## src/rtl/nvs_pkg.sv

```systemverilog
package nvs_pkg;

    // Control register bit positions (software visible)
    localparam int CTL_RD_SETUP_BIT = 0;
    localparam int CTL_ERASE_BIT    = 2;
    localparam int CTL_WP_BIT       = 3;
    localparam int CTL_CLK_EXT_BIT  = 7;

    typedef struct packed {
        logic clk_ext;
        logic wp;
        logic erase_mode;
        logic rd_setup;
    } ctl_t;

    typedef enum logic {
        OP_PROG  = 1'b0,
        OP_ERASE = 1'b1
    } op_e;

endpackage

```

## src/rtl/nvs_ctrl_reg.sv

```systemverilog
module nvs_ctrl_reg
    import nvs_pkg::*;
(
    input  logic       clk,
    input  logic       por_n,
    input  logic       we,
    input  logic [7:0] wdata,
    output ctl_t       ctl,
    output logic [7:0] rdata
);

    ctl_t ctl_d, ctl_q;

    always_comb begin
        ctl_d = ctl_q;
        if (we) begin
            ctl_d.clk_ext    = wdata[CTL_CLK_EXT_BIT];
            ctl_d.erase_mode = wdata[CTL_ERASE_BIT];
            ctl_d.rd_setup   = wdata[CTL_RD_SETUP_BIT];
            // protect bit is one-shot: OR in, never cleared by software
            ctl_d.wp         = ctl_q.wp | wdata[CTL_WP_BIT];
        end
    end

    always_ff @(posedge clk or negedge por_n) begin
        if (!por_n) ctl_q <= '0;
        else        ctl_q <= ctl_d;
    end

    always_comb begin
        rdata                   = '0;
        rdata[CTL_CLK_EXT_BIT]  = ctl_q.clk_ext;
        rdata[CTL_WP_BIT]       = ctl_q.wp;
        rdata[CTL_ERASE_BIT]    = ctl_q.erase_mode;
        rdata[CTL_RD_SETUP_BIT] = ctl_q.rd_setup;
    end

    assign ctl = ctl_q;


    wp_sticky_chk: assert property (@(posedge clk) disable iff (!por_n)
        ctl_q.wp |=> ctl_q.wp);

endmodule

```

## src/rtl/nvs_busy_timer.sv

```systemverilog
module nvs_busy_timer #(
    parameter int PROG_CYCLES  = 12500,
    parameter int ERASE_CYCLES = 25000
) (
    input  logic clk,
    input  logic por_n,
    input  logic start,
    input  logic is_erase,
    output logic busy,
    output logic done
);

    localparam int MAXC = (PROG_CYCLES > ERASE_CYCLES) ? PROG_CYCLES : ERASE_CYCLES;
    localparam int CW   = $clog2(MAXC + 1);

    typedef struct packed {
        logic          busy;
        logic [CW-1:0] cnt;
    } tmr_t;

    tmr_t st_d, st_q;

    assign done = st_q.busy && (st_q.cnt == '0);

    always_comb begin
        st_d = st_q;
        if (start) begin
            st_d.busy = 1'b1;
            st_d.cnt  = is_erase ? CW'(ERASE_CYCLES - 1) : CW'(PROG_CYCLES - 1);
        end else if (done) begin
            st_d.busy = 1'b0;
        end else if (st_q.busy) begin
            st_d.cnt = st_q.cnt - 1'b1;
        end
    end

    always_ff @(posedge clk or negedge por_n) begin
        if (!por_n) st_q <= '0;
        else        st_q <= st_d;
    end

    assign busy = st_q.busy;


    start_sets_busy_chk: assert property (@(posedge clk) disable iff (!por_n)
        start |=> busy);


    done_clears_busy_chk: assert property (@(posedge clk) disable iff (!por_n)
        done |=> !busy);


    no_start_while_busy_chk: assert property (@(posedge clk) disable iff (!por_n)
        busy |-> !start);

endmodule

```

## src/rtl/nvs_array.sv

```systemverilog
module nvs_array #(
    parameter int DEPTH = 128,
    parameter int PAGE  = 32,
    parameter int AW    = $clog2(DEPTH)
) (
    input  logic          clk,
    input  logic          por_n,
    input  logic          commit,
    input  logic          is_erase,
    input  logic [AW-1:0] addr,
    input  logic [7:0]    data,
    input  logic [AW-1:0] rd_addr,
    output logic [7:0]    rd_data
);

    localparam int PW = $clog2(PAGE);

    logic [DEPTH-1:0][7:0] mem_d, mem_q;

    always_comb begin
        mem_d = mem_q;
        if (commit) begin
            if (is_erase) begin
                for (int i = 0; i < DEPTH; i++) begin
                    if ((AW'(i) >> PW) == (addr >> PW)) mem_d[i] = 8'hFF;
                end
            end else begin
                mem_d[addr] = mem_q[addr] & data;
            end
        end
    end

    always_ff @(posedge clk or negedge por_n) begin
        if (!por_n) mem_q <= {DEPTH{8'hFF}};
        else        mem_q <= mem_d;
    end

    assign rd_data = mem_q[rd_addr];


    array_hold_chk: assert property (@(posedge clk) disable iff (!por_n)
        !commit |=> $stable(mem_q));


    prog_only_clears_chk: assert property (@(posedge clk) disable iff (!por_n)
        (commit && !is_erase) |=> ((mem_q[addr] & ~$past(mem_q[addr])) == 8'h00));


    erase_fills_chk: assert property (@(posedge clk) disable iff (!por_n)
        (commit && is_erase) |=> (mem_q[addr] == 8'hFF));

endmodule

```

## src/rtl/nvs_seq_top.sv

```systemverilog
module nvs_seq_top
    import nvs_pkg::*;
#(
    parameter int DEPTH        = 128,
    parameter int PAGE         = 32,
    parameter int PROG_CYCLES  = 12500,
    parameter int ERASE_CYCLES = 25000,
    parameter int AW           = $clog2(DEPTH)
) (
    input  logic          clk,
    input  logic          por_n,
    input  logic          ctl_we,
    input  logic [7:0]    ctl_wdata,
    output logic [7:0]    ctl_rdata,
    output logic          rd_after_setup,
    input  logic          req_valid,
    input  logic [AW-1:0] req_addr,
    input  logic [7:0]    req_data,
    output logic          req_accept,
    output logic          req_nack,
    output logic          req_stretch,
    output logic          busy,
    input  logic [AW-1:0] rd_addr,
    output logic [7:0]    rd_data
);

    typedef struct packed {
        op_e           kind;
        logic [AW-1:0] addr;
        logic [7:0]    data;
    } op_t;

    ctl_t ctl;
    logic tmr_busy, tmr_done;
    op_t  op_d, op_q;

    nvs_ctrl_reg u_ctl (
        .clk   (clk),
        .por_n (por_n),
        .we    (ctl_we),
        .wdata (ctl_wdata),
        .ctl   (ctl),
        .rdata (ctl_rdata)
    );

    // Request arbitration: protect wins, then busy handling, else take it
    always_comb begin
        req_accept  = 1'b0;
        req_nack    = 1'b0;
        req_stretch = 1'b0;
        if (req_valid) begin
            if (ctl.wp)              req_nack    = 1'b1;
            else if (!tmr_busy)      req_accept  = 1'b1;
            else if (ctl.clk_ext)    req_stretch = 1'b1;
            else                     req_nack    = 1'b1;
        end
    end

    always_comb begin
        op_d = op_q;
        if (req_accept) begin
            op_d.kind = ctl.erase_mode ? OP_ERASE : OP_PROG;
            op_d.addr = req_addr;
            op_d.data = req_data;
        end
    end

    always_ff @(posedge clk or negedge por_n) begin
        if (!por_n) op_q <= '0;
        else        op_q <= op_d;
    end

    nvs_busy_timer #(
        .PROG_CYCLES  (PROG_CYCLES),
        .ERASE_CYCLES (ERASE_CYCLES)
    ) u_tmr (
        .clk      (clk),
        .por_n    (por_n),
        .start    (req_accept),
        .is_erase (ctl.erase_mode),
        .busy     (tmr_busy),
        .done     (tmr_done)
    );

    nvs_array #(
        .DEPTH (DEPTH),
        .PAGE  (PAGE),
        .AW    (AW)
    ) u_arr (
        .clk      (clk),
        .por_n    (por_n),
        .commit   (tmr_done),
        .is_erase (op_q.kind == OP_ERASE),
        .addr     (op_q.addr),
        .data     (op_q.data),
        .rd_addr  (rd_addr),
        .rd_data  (rd_data)
    );

    assign busy           = tmr_busy;
    assign rd_after_setup = ctl.rd_setup;


    one_answer_chk: assert property (@(posedge clk) disable iff (!por_n)
        req_valid |-> $onehot({req_accept, req_nack, req_stretch}));


    quiet_idle_chk: assert property (@(posedge clk) disable iff (!por_n)
        !req_valid |-> !(req_accept || req_nack || req_stretch));


    protect_refuses_chk: assert property (@(posedge clk) disable iff (!por_n)
        (req_valid && ctl_rdata[CTL_WP_BIT]) |-> req_nack);


    stretch_holds_op_chk: assert property (@(posedge clk) disable iff (!por_n)
        req_stretch |=> $stable(op_q));

endmodule

```

## config.mk

```make
export PLATFORM = sky130hd
export DESIGN_NAME = nvs_seq_top
export DESIGN_NICKNAME = d
export VERILOG_FILES = /design/src/rtl/nvs_pkg.sv /design/src/rtl/nvs_ctrl_reg.sv /design/src/rtl/nvs_busy_timer.sv /design/src/rtl/nvs_array.sv /design/src/rtl/nvs_seq_top.sv
export SDC_FILE = /design/constraint.sdc
export NUM_CORES = 2
export LEC_CHECK = 0
export BUFFER_PORTS_ARGS = -buffer_cell sky130_fd_sc_hd__buf_2
export CORE_ASPECT_RATIO = 0.7
export CORE_MARGIN = 4
export CORE_UTILIZATION = 30
export CTS_CLUSTER_DIAMETER = 100
export DETAILED_ROUTE_END_ITERATION = 12
export PLACE_DENSITY = 0.44
export RECOVER_POWER = 50
export SLEW_MARGIN = 20
export SYNTH_ARGS = -nofsm -noshare
export SYNTH_HDL_FRONTEND = slang
export SYNTH_SLANG_ARGS = --single-unit
```

## constraint.sdc

```tcl
create_clock -name clk -period 4.1 [get_ports clk]
set_clock_uncertainty 0.2 [all_clocks]
set_input_delay 0.82 -clock clk [delete_from_list [all_inputs] [get_ports clk]]
set_output_delay 0.82 -clock clk [all_outputs]
set_load 0.02 [all_outputs]
```

==> results.py <==
metrics = {
    "run_status": {
        "status": "finished, violations left",
        "violations": "capacitance limit, slew limit, setup timing",
    },
    "setup_path": {
        "cp-start-kind": "input pin",
        "endpoint_kind": "primary output",
        "cp_slowest_stage_delay_ns": 0.60,
        "critical_path_class": "input pin to primary output",
        "crit_required_ns": 3.08,
        "crit_slowest_cell": "mux4_2",
        "crit_chain": "buf_16, buf_16, buf_16, buf_4, mux4_2, mux4_2, o21ai_2, nand4_1, buf_4, buf_6",
        "cp_max_fo": 8,
        "arrival_ns": 3.48,
        "critPathMostFrequentCell": "buf_16",
    },
    "sta": {
        "timing.fmax_ghz": 0.222,
        "relSlewSlack": -1.39,
        "rsz0062_at_grt": "yes",
        "hold_slack_ns": 0.0662,
        "worst_pin_slew_ns": 3.58,
        "setup_tns_ns": -2.57,
        "hold_violations": 0,
        "period_share": 1.10,
        "setup_viol": 8,
        "drv_slew": 51,
        "fin_ws_ns": -0.397,
        "layout_min_cycle_time_ns": 4.50,
    },
    "detailed_routing": {
        "dr.pass1.iters": 8,
        "ant_nets": 0,
        "drc_errors": 0,
        "drtIter0Drc": 5108,
        "wl_um": 254000,
        "vias": 45600,
        "detail_route.wl_per_cell_um": 34.3,
        "avgViaCountPerCell": 6.17,
    },
    "layout": {
        "layout_common_cells": "dfstp_2, o22a_1, mux4_2",
        "drive_above_1_share": 0.504,
        "final_common_cell": "dfstp_2",
        "fillers": 18500,
        "design_area_um2": 69200,
        "area.sequential_um2": 27800,
        "multi_input_area_um2": 28200,
        "areaGrowthSynthToFinish_pct": 19.7,
        "final_nets": 4812,
    },
    "floorplan": {
        "ioPinCount": 55,
        "rows": 134,
        "core_area_um2": 191000,
        "die_h_um": 375,
        "start_util": 0.302,
        "die_x_um": 532,
        "dieArea_um2": 200000,
    },
    "logic_synthesis": {
        "synthArstFlopShare": 1.00,
        "ys_seq_area_frac": 0.481,
        "ys_types": 69,
        "syn_inst": 4467,
        "syn_area_um2": 57800,
        "yosys_warnings": 0,
        "avgSynthCellArea_um2": 12.9,
        "synth_ff_type": "dfstp_2",
        "synth_edf_count": 0,
        "synth-seq-cells": 1060,
    },
    "pwr": {
        "p_sw_mw": 8.90,
        "combPwrFrac": 0.212,
        "p_per_area_nw_per_um2": 411,
        "ir_worst_vdd_uv": 370,
        "p_seq_frac": 0.397,
        "switching_share": 0.313,
        "intPower_mw": 19.5,
        "clockPowerShare": 0.391,
        "leakage_nw": 24.3,
    },
    "clock_network": {
        "tritoncts": "yes",
        "cts_sinks": 1060,
        "cts_buffers": 113,
        "cts-root-buf": "clkbuf_16",
        "max-clock-path-buffers": 3,
        "htreeDepth": 3,
        "path_clk_slew_ns": 0.06,
        "clk_latency_ns": 0.76,
        "hold_buffers": 0,
    },
    "global_route": {
        "grt_pass1_wl_um": 358000,
        "grt_pass1_vias": 44300,
        "track_usage": 0.248,
        "antenna_found_initial": 17,
        "grt_max_degree": 133,
        "overflow": 0,
    },
    "placement": {
        "gp_congestion": 0.984,
        "place_ws_ns": -0.908,
        "port_buffers": 46,
        "dp.final_hpwl_um": 187000,
        "dpl-instance-area_um2": 64500,
    },
    "run": {
        "maxCapViolCount": 1,
    },
    "min_path": {
        "hold_path.class": "input pin to register",
    },
}
[critical path, delay by kind of cell]
family,cells,cell delay [ns]
AOI/OAI and AO/OA,1,0.27
buffers and inverters,6,0.95
muxes,2,1.13
and+or+nand+nor,1,0.26
[cells in the mapped netlist (10+ instances only)]
master	number	area, um^2
nor2_2	10	62.6
nor3_1	13	65.1
buf_1	38	143
o22a_1	736	6450
mux2i_1	148	1480
o22ai_1	52	325
mux2_2	29	327
o32a_1	49	490
clkbuf_1	166	623
mux4_2	490	11000
nand4_1	16	100
dfstp_2	1024	26900
o21ai_0	48	240
nor4_1	21	131
a22oi_1	44	330
buf_4	54	405
nor3_2	13	130
nand3_1	27	135
buf_2	131	656
nand2_1	269	1010
dfrtp_1	36	901
buf_6	28	315
nor2b_1	27	169
a31oi_1	243	1520
nor2_1	442	1660
nand2b_1	13	81.3
a21oi_1	161	806
[power by group through the flow]
stage / clock network [mW] / logic [mW] / registers [mW]
detailed placement: 0 / 5.83 / 11.4
global route: 11.8 / 6.29 / 11.3
CTS: 11.4 / 5.93 / 11.3
floorplan: 0 / 3.37 / 11.2
finish: 11.1 / 6.04 / 11.3
global placement: 0 / 5.81 / 11.4
[path summary, 6_finish.rpt]
path	from	endpoint	slack [ns]	cells after the start
min reg2reg	u_tmr.st_q[9]$_DFFE_PN0P_	u_tmr.st_q[9]$_DFFE_PN0P_	0.29	2
max	rd_addr[0]	rd_data[3]	-0.40	10
max reg2reg	op_q[8]$_DFFE_PN0P_	u_arr.mem_q[46]$_DFFE_PN1P_	0.01	10
min	ctl_wdata[3]	u_ctl.ctl[2]$_DFFE_PN0P_	0.07	2
min in group asynchronous	por_n	u_arr.mem_q[362]$_DFFE_PN1P_	2.18	1
max in group asynchronous	por_n	u_arr.mem_q[636]$_DFFE_PN1P_	0.19	3
[final cells by class]
class                   instances  share of cell area
diodes                          5            0.000181
clock buffers                 169              0.0501
clock inverters                37             0.00725
inverters                       6            0.000326
multi-input cells            2985               0.408
flip-flops and latches       1060               0.402
well taps                    2516              0.0455
repair buffers                610              0.0869
[per-stage QoR]
step	utilization	total power, mW	cells
global route	0.362	29.4	7384
floorplan	-	14.6	4470
finish	0.362	28.4	7388
CTS	0.362	28.6	7378
detailed placement	0.338	17.3	7145
global placement	0.338	17.2	7145
[layer usage]
layer	global-route usage	wire length, um
met5	0.00144	133
met2	0.329	99900
met3	0.0950	29900
met4	0.0635	7180
met1	0.371	117000
[sequential cells by signal, summed over array words and instances, names as in the netlist]
name / flops
u_tmr.busy: 1
u_tmr.st_q: 15
u_arr.mem_q: 1024
u_ctl.ctl: 4
op_q: 16
[kinds of logic (layout without fill, tap and decap cells)]
group,count (synthesis),count (layout),share of synthesized area
other,1,9,0.0000649
muxes,667,667,0.222
buffers and inverters,425,822,0.0376
and+or+nand+nor,906,906,0.0705
AOI/OAI and AO/OA,1406,1406,0.188
adders and majority gates,2,2,0.000433
DFF,1060,1060,0.481
[timing repair]
action | in CTS | in global routing
setup endpoints to repair | 138 | 154
cloned | 4 | 1
buffers inserted | 25 | 4
pin swaps | 15 | 11
gates resized for setup | 73 | 29
Power figures use the tool's default switching activity.
